File: src/rtl/ipi_pkg.sv
package ipi_pkg;

  localparam int CTRL_W = 6;

  typedef enum logic [1:0] {
    SH_DEST     = 2'd0,
    SH_SELF     = 2'd1,
    SH_ALL      = 2'd2,
    SH_OTHERS   = 2'd3
  } shorthand_e;

  localparam logic [2:0] DM_LOWEST   = 3'b001;
  localparam logic [3:0] FMT_FLAT    = 4'hF;
  localparam logic [3:0] FMT_CLUSTER = 4'h0;

  function automatic logic phys_hit(input logic [7:0] id, input logic [7:0] dest);
    return (dest == 8'hFF) || (dest == id);
  endfunction

  function automatic logic logical_hit(input logic [7:0] lid, input logic [3:0] fmt,
                                       input logic [7:0] dest);
    logic r;
    case (fmt)
      FMT_FLAT:    r = |(lid & dest);
      FMT_CLUSTER: r = (lid[7:4] == dest[7:4]) && (|(lid[3:0] & dest[3:0]));
      default:     r = 1'b0;
    endcase
    return r;
  endfunction

endpackage

File: src/rtl/ipi_agent_match.sv
module ipi_agent_match
  import ipi_pkg::*;
#(
  parameter int IDX_W    = 2,
  parameter int SELF_IDX = 0
) (
  input  logic [1:0]       shorthand,
  input  logic             logical_mode,
  input  logic [7:0]       dest,
  input  logic [IDX_W-1:0] src,
  input  logic [7:0]       phys_id,
  input  logic [7:0]       log_id,
  input  logic [3:0]       fmt,
  output logic             hit
);

  localparam logic [IDX_W-1:0] ME = IDX_W'(SELF_IDX);

  logic dest_hit;
  logic is_self;

  assign is_self  = (src == ME);
  assign dest_hit = logical_mode ? logical_hit(log_id, fmt, dest) : phys_hit(phys_id, dest);

  always_comb begin
    case (shorthand_e'(shorthand))
      SH_DEST:   hit = dest_hit;
      SH_SELF:   hit = is_self;
      SH_ALL:    hit = 1'b1;
      SH_OTHERS: hit = !is_self;
      default:   hit = 1'b0;
    endcase
  end

endmodule

File: src/rtl/ipi_rr_pick.sv
module ipi_rr_pick #(
  parameter int N_AGENTS = 4,
  parameter int IDX_W    = 2
) (
  input  logic                clk,
  input  logic                rst_n,
  input  logic [N_AGENTS-1:0] cand,
  input  logic                commit,
  output logic                grant_valid,
  output logic [N_AGENTS-1:0] grant_mask
);

  localparam logic [IDX_W-1:0] LAST_INIT = IDX_W'(N_AGENTS - 1);

  logic [IDX_W-1:0] last_q;
  logic [IDX_W-1:0] grant_idx;
  logic             advance;

  function automatic logic [IDX_W-1:0] step_from(input logic [IDX_W-1:0] base, input int k);
    int s;
    s = int'(base) + k;
    if (s >= N_AGENTS) s = s - N_AGENTS;
    return IDX_W'(s);
  endfunction

  always_comb begin
    grant_valid = 1'b0;
    grant_idx   = last_q;
    for (int k = 1; k <= N_AGENTS; k++) begin
      if (!grant_valid && cand[step_from(last_q, k)]) begin
        grant_valid = 1'b1;
        grant_idx   = step_from(last_q, k);
      end
    end
  end

  assign grant_mask = grant_valid ? (N_AGENTS'(1) << grant_idx) : '0;
  assign advance    = commit && grant_valid;

  always_ff @(posedge clk or negedge rst_n) begin
    if (!rst_n)       last_q <= LAST_INIT;
    else if (advance) last_q <= grant_idx;
  end

  a_r7_ptr_holds: assert property (@(posedge clk) disable iff (!rst_n)
    !advance |=> $stable(last_q));
  a_r6_ptr_to_grant: assert property (@(posedge clk) disable iff (!rst_n)
    advance |=> last_q == $past(grant_idx));
  a_r6_grant_is_cand: assert property (@(posedge clk) disable iff (!rst_n)
    grant_valid |-> (grant_mask & cand) == grant_mask);
  a_r7_no_cand_no_grant: assert property (@(posedge clk) disable iff (!rst_n)
    (cand == '0) |-> !grant_valid);

endmodule

File: src/rtl/ipi_dest_matcher.sv
module ipi_dest_matcher
  import ipi_pkg::*;
#(
  parameter int N_AGENTS = 4,
  parameter int IDX_W    = (N_AGENTS > 1) ? $clog2(N_AGENTS) : 1
) (
  input  logic                  clk,
  input  logic                  rst_n,
  input  logic                  req_valid,
  input  logic [CTRL_W-1:0]     req_ctrl,
  input  logic [7:0]            req_dest,
  input  logic [IDX_W-1:0]      req_src,
  input  logic [N_AGENTS*8-1:0] agent_phys_id,
  input  logic [N_AGENTS*8-1:0] agent_log_id,
  input  logic [N_AGENTS*4-1:0] agent_fmt,
  input  logic [N_AGENTS-1:0]   agent_en,
  output logic [N_AGENTS-1:0]   deliver_mask,
  output logic                  deliver_done
);

  logic [1:0]          shorthand;
  logic                logical_mode;
  logic                lowest;
  logic [N_AGENTS-1:0] hit_vec;
  logic [N_AGENTS-1:0] cand_vec;
  logic [N_AGENTS-1:0] grant_mask;
  logic                grant_valid;
  logic [N_AGENTS-1:0] mask_next;
  logic                lowest_q;

  assign shorthand    = req_ctrl[5:4];
  assign logical_mode = req_ctrl[3];
  assign lowest       = (req_ctrl[2:0] == DM_LOWEST);

  for (genvar g = 0; g < N_AGENTS; g++) begin : g_agent
    ipi_agent_match #(.IDX_W(IDX_W), .SELF_IDX(g)) u_match (
      .shorthand    (shorthand),
      .logical_mode (logical_mode),
      .dest         (req_dest),
      .src          (req_src),
      .phys_id      (agent_phys_id[g*8 +: 8]),
      .log_id       (agent_log_id[g*8 +: 8]),
      .fmt          (agent_fmt[g*4 +: 4]),
      .hit          (hit_vec[g])
    );
  end

  assign cand_vec = hit_vec & agent_en;

  ipi_rr_pick #(.N_AGENTS(N_AGENTS), .IDX_W(IDX_W)) u_pick (
    .clk         (clk),
    .rst_n       (rst_n),
    .cand        (cand_vec),
    .commit      (req_valid && lowest),
    .grant_valid (grant_valid),
    .grant_mask  (grant_mask)
  );

  assign mask_next = lowest ? grant_mask : hit_vec;

  always_ff @(posedge clk or negedge rst_n) begin
    if (!rst_n) begin
      deliver_mask <= '0;
      deliver_done <= 1'b0;
      lowest_q     <= 1'b0;
    end else begin
      deliver_mask <= req_valid ? mask_next : '0;
      deliver_done <= req_valid;
      lowest_q     <= req_valid && lowest;
    end
  end

  a_r9_done_follows_valid: assert property (@(posedge clk) disable iff (!rst_n)
    req_valid |=> deliver_done);
  a_r9_done_single: assert property (@(posedge clk) disable iff (!rst_n)
    !req_valid |=> !deliver_done);
  a_r9_mask_quiet: assert property (@(posedge clk) disable iff (!rst_n)
    !deliver_done |-> deliver_mask == '0);
  a_r6_single_grant: assert property (@(posedge clk) disable iff (!rst_n)
    (deliver_done && lowest_q) |-> $onehot0(deliver_mask));
  a_r1_all_shorthand: assert property (@(posedge clk) disable iff (!rst_n)
    (req_valid && !lowest && shorthand == 2'd2) |=> deliver_mask == '1);
  a_r8_grant_within_enabled: assert property (@(posedge clk) disable iff (!rst_n)
    (req_valid && lowest) |=> (deliver_mask & ~$past(agent_en)) == '0);

endmodule

File: config.mk
export PLATFORM = sky130hd
export DESIGN_NAME = ipi_dest_matcher
export DESIGN_NICKNAME = d
export VERILOG_FILES = /design/src/rtl/ipi_pkg.sv /design/src/rtl/ipi_agent_match.sv /design/src/rtl/ipi_rr_pick.sv /design/src/rtl/ipi_dest_matcher.sv
export SDC_FILE = /design/constraint.sdc
export NUM_CORES = 1
export LEC_CHECK = 0
export BUFFER_PORTS_ARGS = -buffer_cell sky130_fd_sc_hd__buf_2
export CAP_MARGIN = 5
export CORE_MARGIN = 5
export CORE_UTILIZATION = 45
export DETAILED_ROUTE_END_ITERATION = 16
export PLACE_DENSITY_LB_ADDON = 0.15
export SYNTH_ARGS = -nofsm -noshare
export SYNTH_HDL_FRONTEND = slang
export SYNTH_HIERARCHICAL = 1
export SYNTH_SLANG_ARGS = --single-unit
export TNS_END_PERCENT = 10
File: constraint.sdc
create_clock -name clk -period 3.2 [get_ports clk]
set_input_delay 0.16 -clock clk [delete_from_list [all_inputs] [get_ports clk]]
set_output_delay 0.16 -clock clk [all_outputs]
set_load 0.02 [all_outputs]
==> impl_metrics.json <==
{
  "status": "completed",
  "cap_viol_max_count": 0,
  "vias": 1823,
  "cts.sinks": 7,
  "synthAdderAreaFrac_pct": 12.7,
  "hold_viol_final": 0,
  "cp_top_family": "simple AND/OR/NAND/NOR gates",
  "wl_met1_mm": 1.88,
  "cts_tree": "yes",
  "cp-end-kind": "register",
  "finalCritPeriodShare_pct": 75.4,
  "synth_xor_area_share_pct": 20.0,
  "worst_pin_slew_ps": 340,
  "met2_length_mm": 2.57,
  "dr_wl_met3_um": 300,
  "drt_iter0_markers": 39,
  "crit_buf_inv": 1,
  "synth-simple-area-share_pct": 33.5,
  "synth_top_family_by_area": "simple AND/OR/NAND/NOR gates",
  "dieArea_um2": 4790,
  "async_flop_share_pct": 100,
  "yosysSeqAreaShare_pct": 11.3,
  "die_w_um": 69.2,
  "fin_crit_ps": 2410,
  "vdd_drop_max_mv": 0.0854,
  "core_um2": 3360,
  "io_buffers": 107,
  "min_from": "req_valid",
  "wirelength_mm": 4.77,
  "drtAntennaViolNets": 0,
  "clk_path_buf_depth": 2,
  "synth_area_leaders": "xor2_1 18%, ha_1 13%, dfrtp_1 7.9%",
  "wl_per_cell_um": 14.0,
  "syn_avg_cell_area_um2": 8.58,
  "synthCells": 184,
  "ys.warnings.count": 6,
  "antenna_found_initial": 0,
  "drive_gt1_share_pct": 46.3,
  "fin_setup_tns_ps": 0,
  "synth-compound-area-share_pct": 18.1,
  "place_ws_ps": 509,
  "synth-seq-cells": 7,
  "grt_pass1_wl_mm": 8.09,
  "drc_errors": 0,
  "startpoint": "req_dest[4]",
  "slew_viol_final": 0,
  "critPathRequiredTime_ps": 3380,
  "initial_core_util_pct": 46.9,
  "utilization_pct": 65.2,
  "synth_top_area_share_pct": 18.3,
  "placementRows": 21,
  "cpMaxStageDelayCell": "a221oi_2",
  "critPathLaunchType": "input pin",
  "r2r-start": "u_pick/last_q[1]",
  "finClkSkew_ps": 1.46,
  "clkTransAtPathRegs_ps": 50,
  "yosys.cell_types.count": 38,
  "clock-root-buffer": "clkbuf_4",
  "die_h_um": 69.2,
  "cts_made_buffers": 3,
  "muxShareOfSynthArea_pct": 3.17,
  "finalSetupViolCount": 0,
  "fillers": 327,
  "ctsResizeCount": 0,
  "crit_chain": "buf_2 > ha_1 > nor4_1 > a31oi_1 > a221oi_2 > and2_1 > nand2b_1 > a21oi_1 > a311o_1 > nor2_1 > nand2_1 > mux2i_1",
  "hpwl_mm": 4.06,
  "first_pass_iters": 4,
  "dr.max_layer_used": "met4",
  "htreeDepth": 1,
  "io_pins": 108,
  "slew_headroom_pct": 77.3,
  "synth_largest_area_cell": "xor2_1",
  "synth_ff_type": "dfrtp_1",
  "clk_latency_ps": 250,
  "grt_max_degree": 13,
  "power_leakage_uw": 0.00105,
  "rsz0062_at_grt": "false",
  "antenna_cells": 0,
  "routabilityCongestion": 0.839,
  "setup_ws_ps": 788,
  "nNetsFinal": 414,
  "cpPeakStageDelay_ps": 320,
  "syn_nets": 303,
  "worst-setup-path-type": "in -> reg",
  "netlist_area_um2": 1580,
  "cp.arrival_ps": 2590,
  "viasPerCell": 5.36,
  "grtUsageTotal_pct": 19.8,
  "grt_pass1_vias": 1898,
  "grt_overflow_total": 0,
  "synth-edff-count": 0,
  "max_freq_mhz": 415,
  "p_total_uw": 537,
  "cp_max_fo": 12,
  "min_path_type": "in -> reg",
  "power_density_nw_per_um2": 245,
  "syn_to_final_growth_pct": 38.8
}
what timing repair did:
item	CTS	global route
hold buffers	1	0
setup buffers	0	0
endpoints found under the hold margin	7	0
flip-flops by register name (all words and copies together), names as in the netlist:
register and flops:
deliver_done 1, deliver_mask 4, u_pick/last_q 2
cells by family after synthesis:
kind of cell             Yosys count
multiplexers                       5
AO/OA/AOI/OAI                     35
XOR/XNOR                          36
buffers and inverters              3
AND/OR/NAND/NOR                   82
flip-flops                         7
adder cells (fa/ha/maj)           16
placed cells by master, fill, tap and decap left out, types with 5 or more instances in the layout:
cell type	instances
nor2_1	10
mux2i_1	5
nor4_2	8
nor4_1	8
ha_1	16
o21ai_0	5
dfrtp_1	5
xor2_1	33
nand4_1	8
a21oi_1	6
buf_2	107
nand2_1	20
a22oi_1	8
through the flow:
stage | instances | hold WS (ps) | instance area, µm²
5_1_grt | 340 | 116 | 2190
2_1_floorplan | 184 | -136 | 1580
4_1_cts | 340 | 115 | 2190
3_3_place_gp | 335 | -6.10 | 2160
3_5_place_dp | 335 | -2.44 | 2160
6_report | 340 | 120 | 2190
routing by layer:
layer  track usage (%)  vias up
met5                 0        -
met4              4.12        0
met3              2.46        2
met2              38.1       65
met1              23.1      831
li1                  -      925
power by group:
part	internal [µW]	switching [µW]
registers	112	20.5
logic	154	167
clock network	47.8	35.4
synthesized netlist by cell type, types with 5 or more instances:
master	n
a21oi_1	6
a22oi_1	8
dfrtp_1	5
ha_1	16
mux2i_1	5
nand2_1	20
nand4_1	8
nor2_1	10
nor4_1	8
nor4_2	8
o21ai_0	5
xor2_1	33
area by class of cell:
cell class	count	area [µm²]	share of cell area (%)
clock buffer	4	26.3	1.20
multi-input combinational	174	1380	63.0
tap	46	57.6	2.63
timing repair buffer	108	546	24.9
sequential	7	178	8.11
inverter	1	3.75	0.171
path summary, 6_finish.rpt:
check	end	slack, ps	cells after the start
setup reg to reg	deliver_mask[2]	1560	6
hold reg to reg	u_pick/last_q[0]	500	2
setup / recovery	deliver_mask[2]	790	12
max in group asynchronous	u_pick/last_q[0]	2710	2
hold / removal	deliver_done	120	1
min in group asynchronous	deliver_mask[3]	260	2
Power figures use the tool's default switching activity.
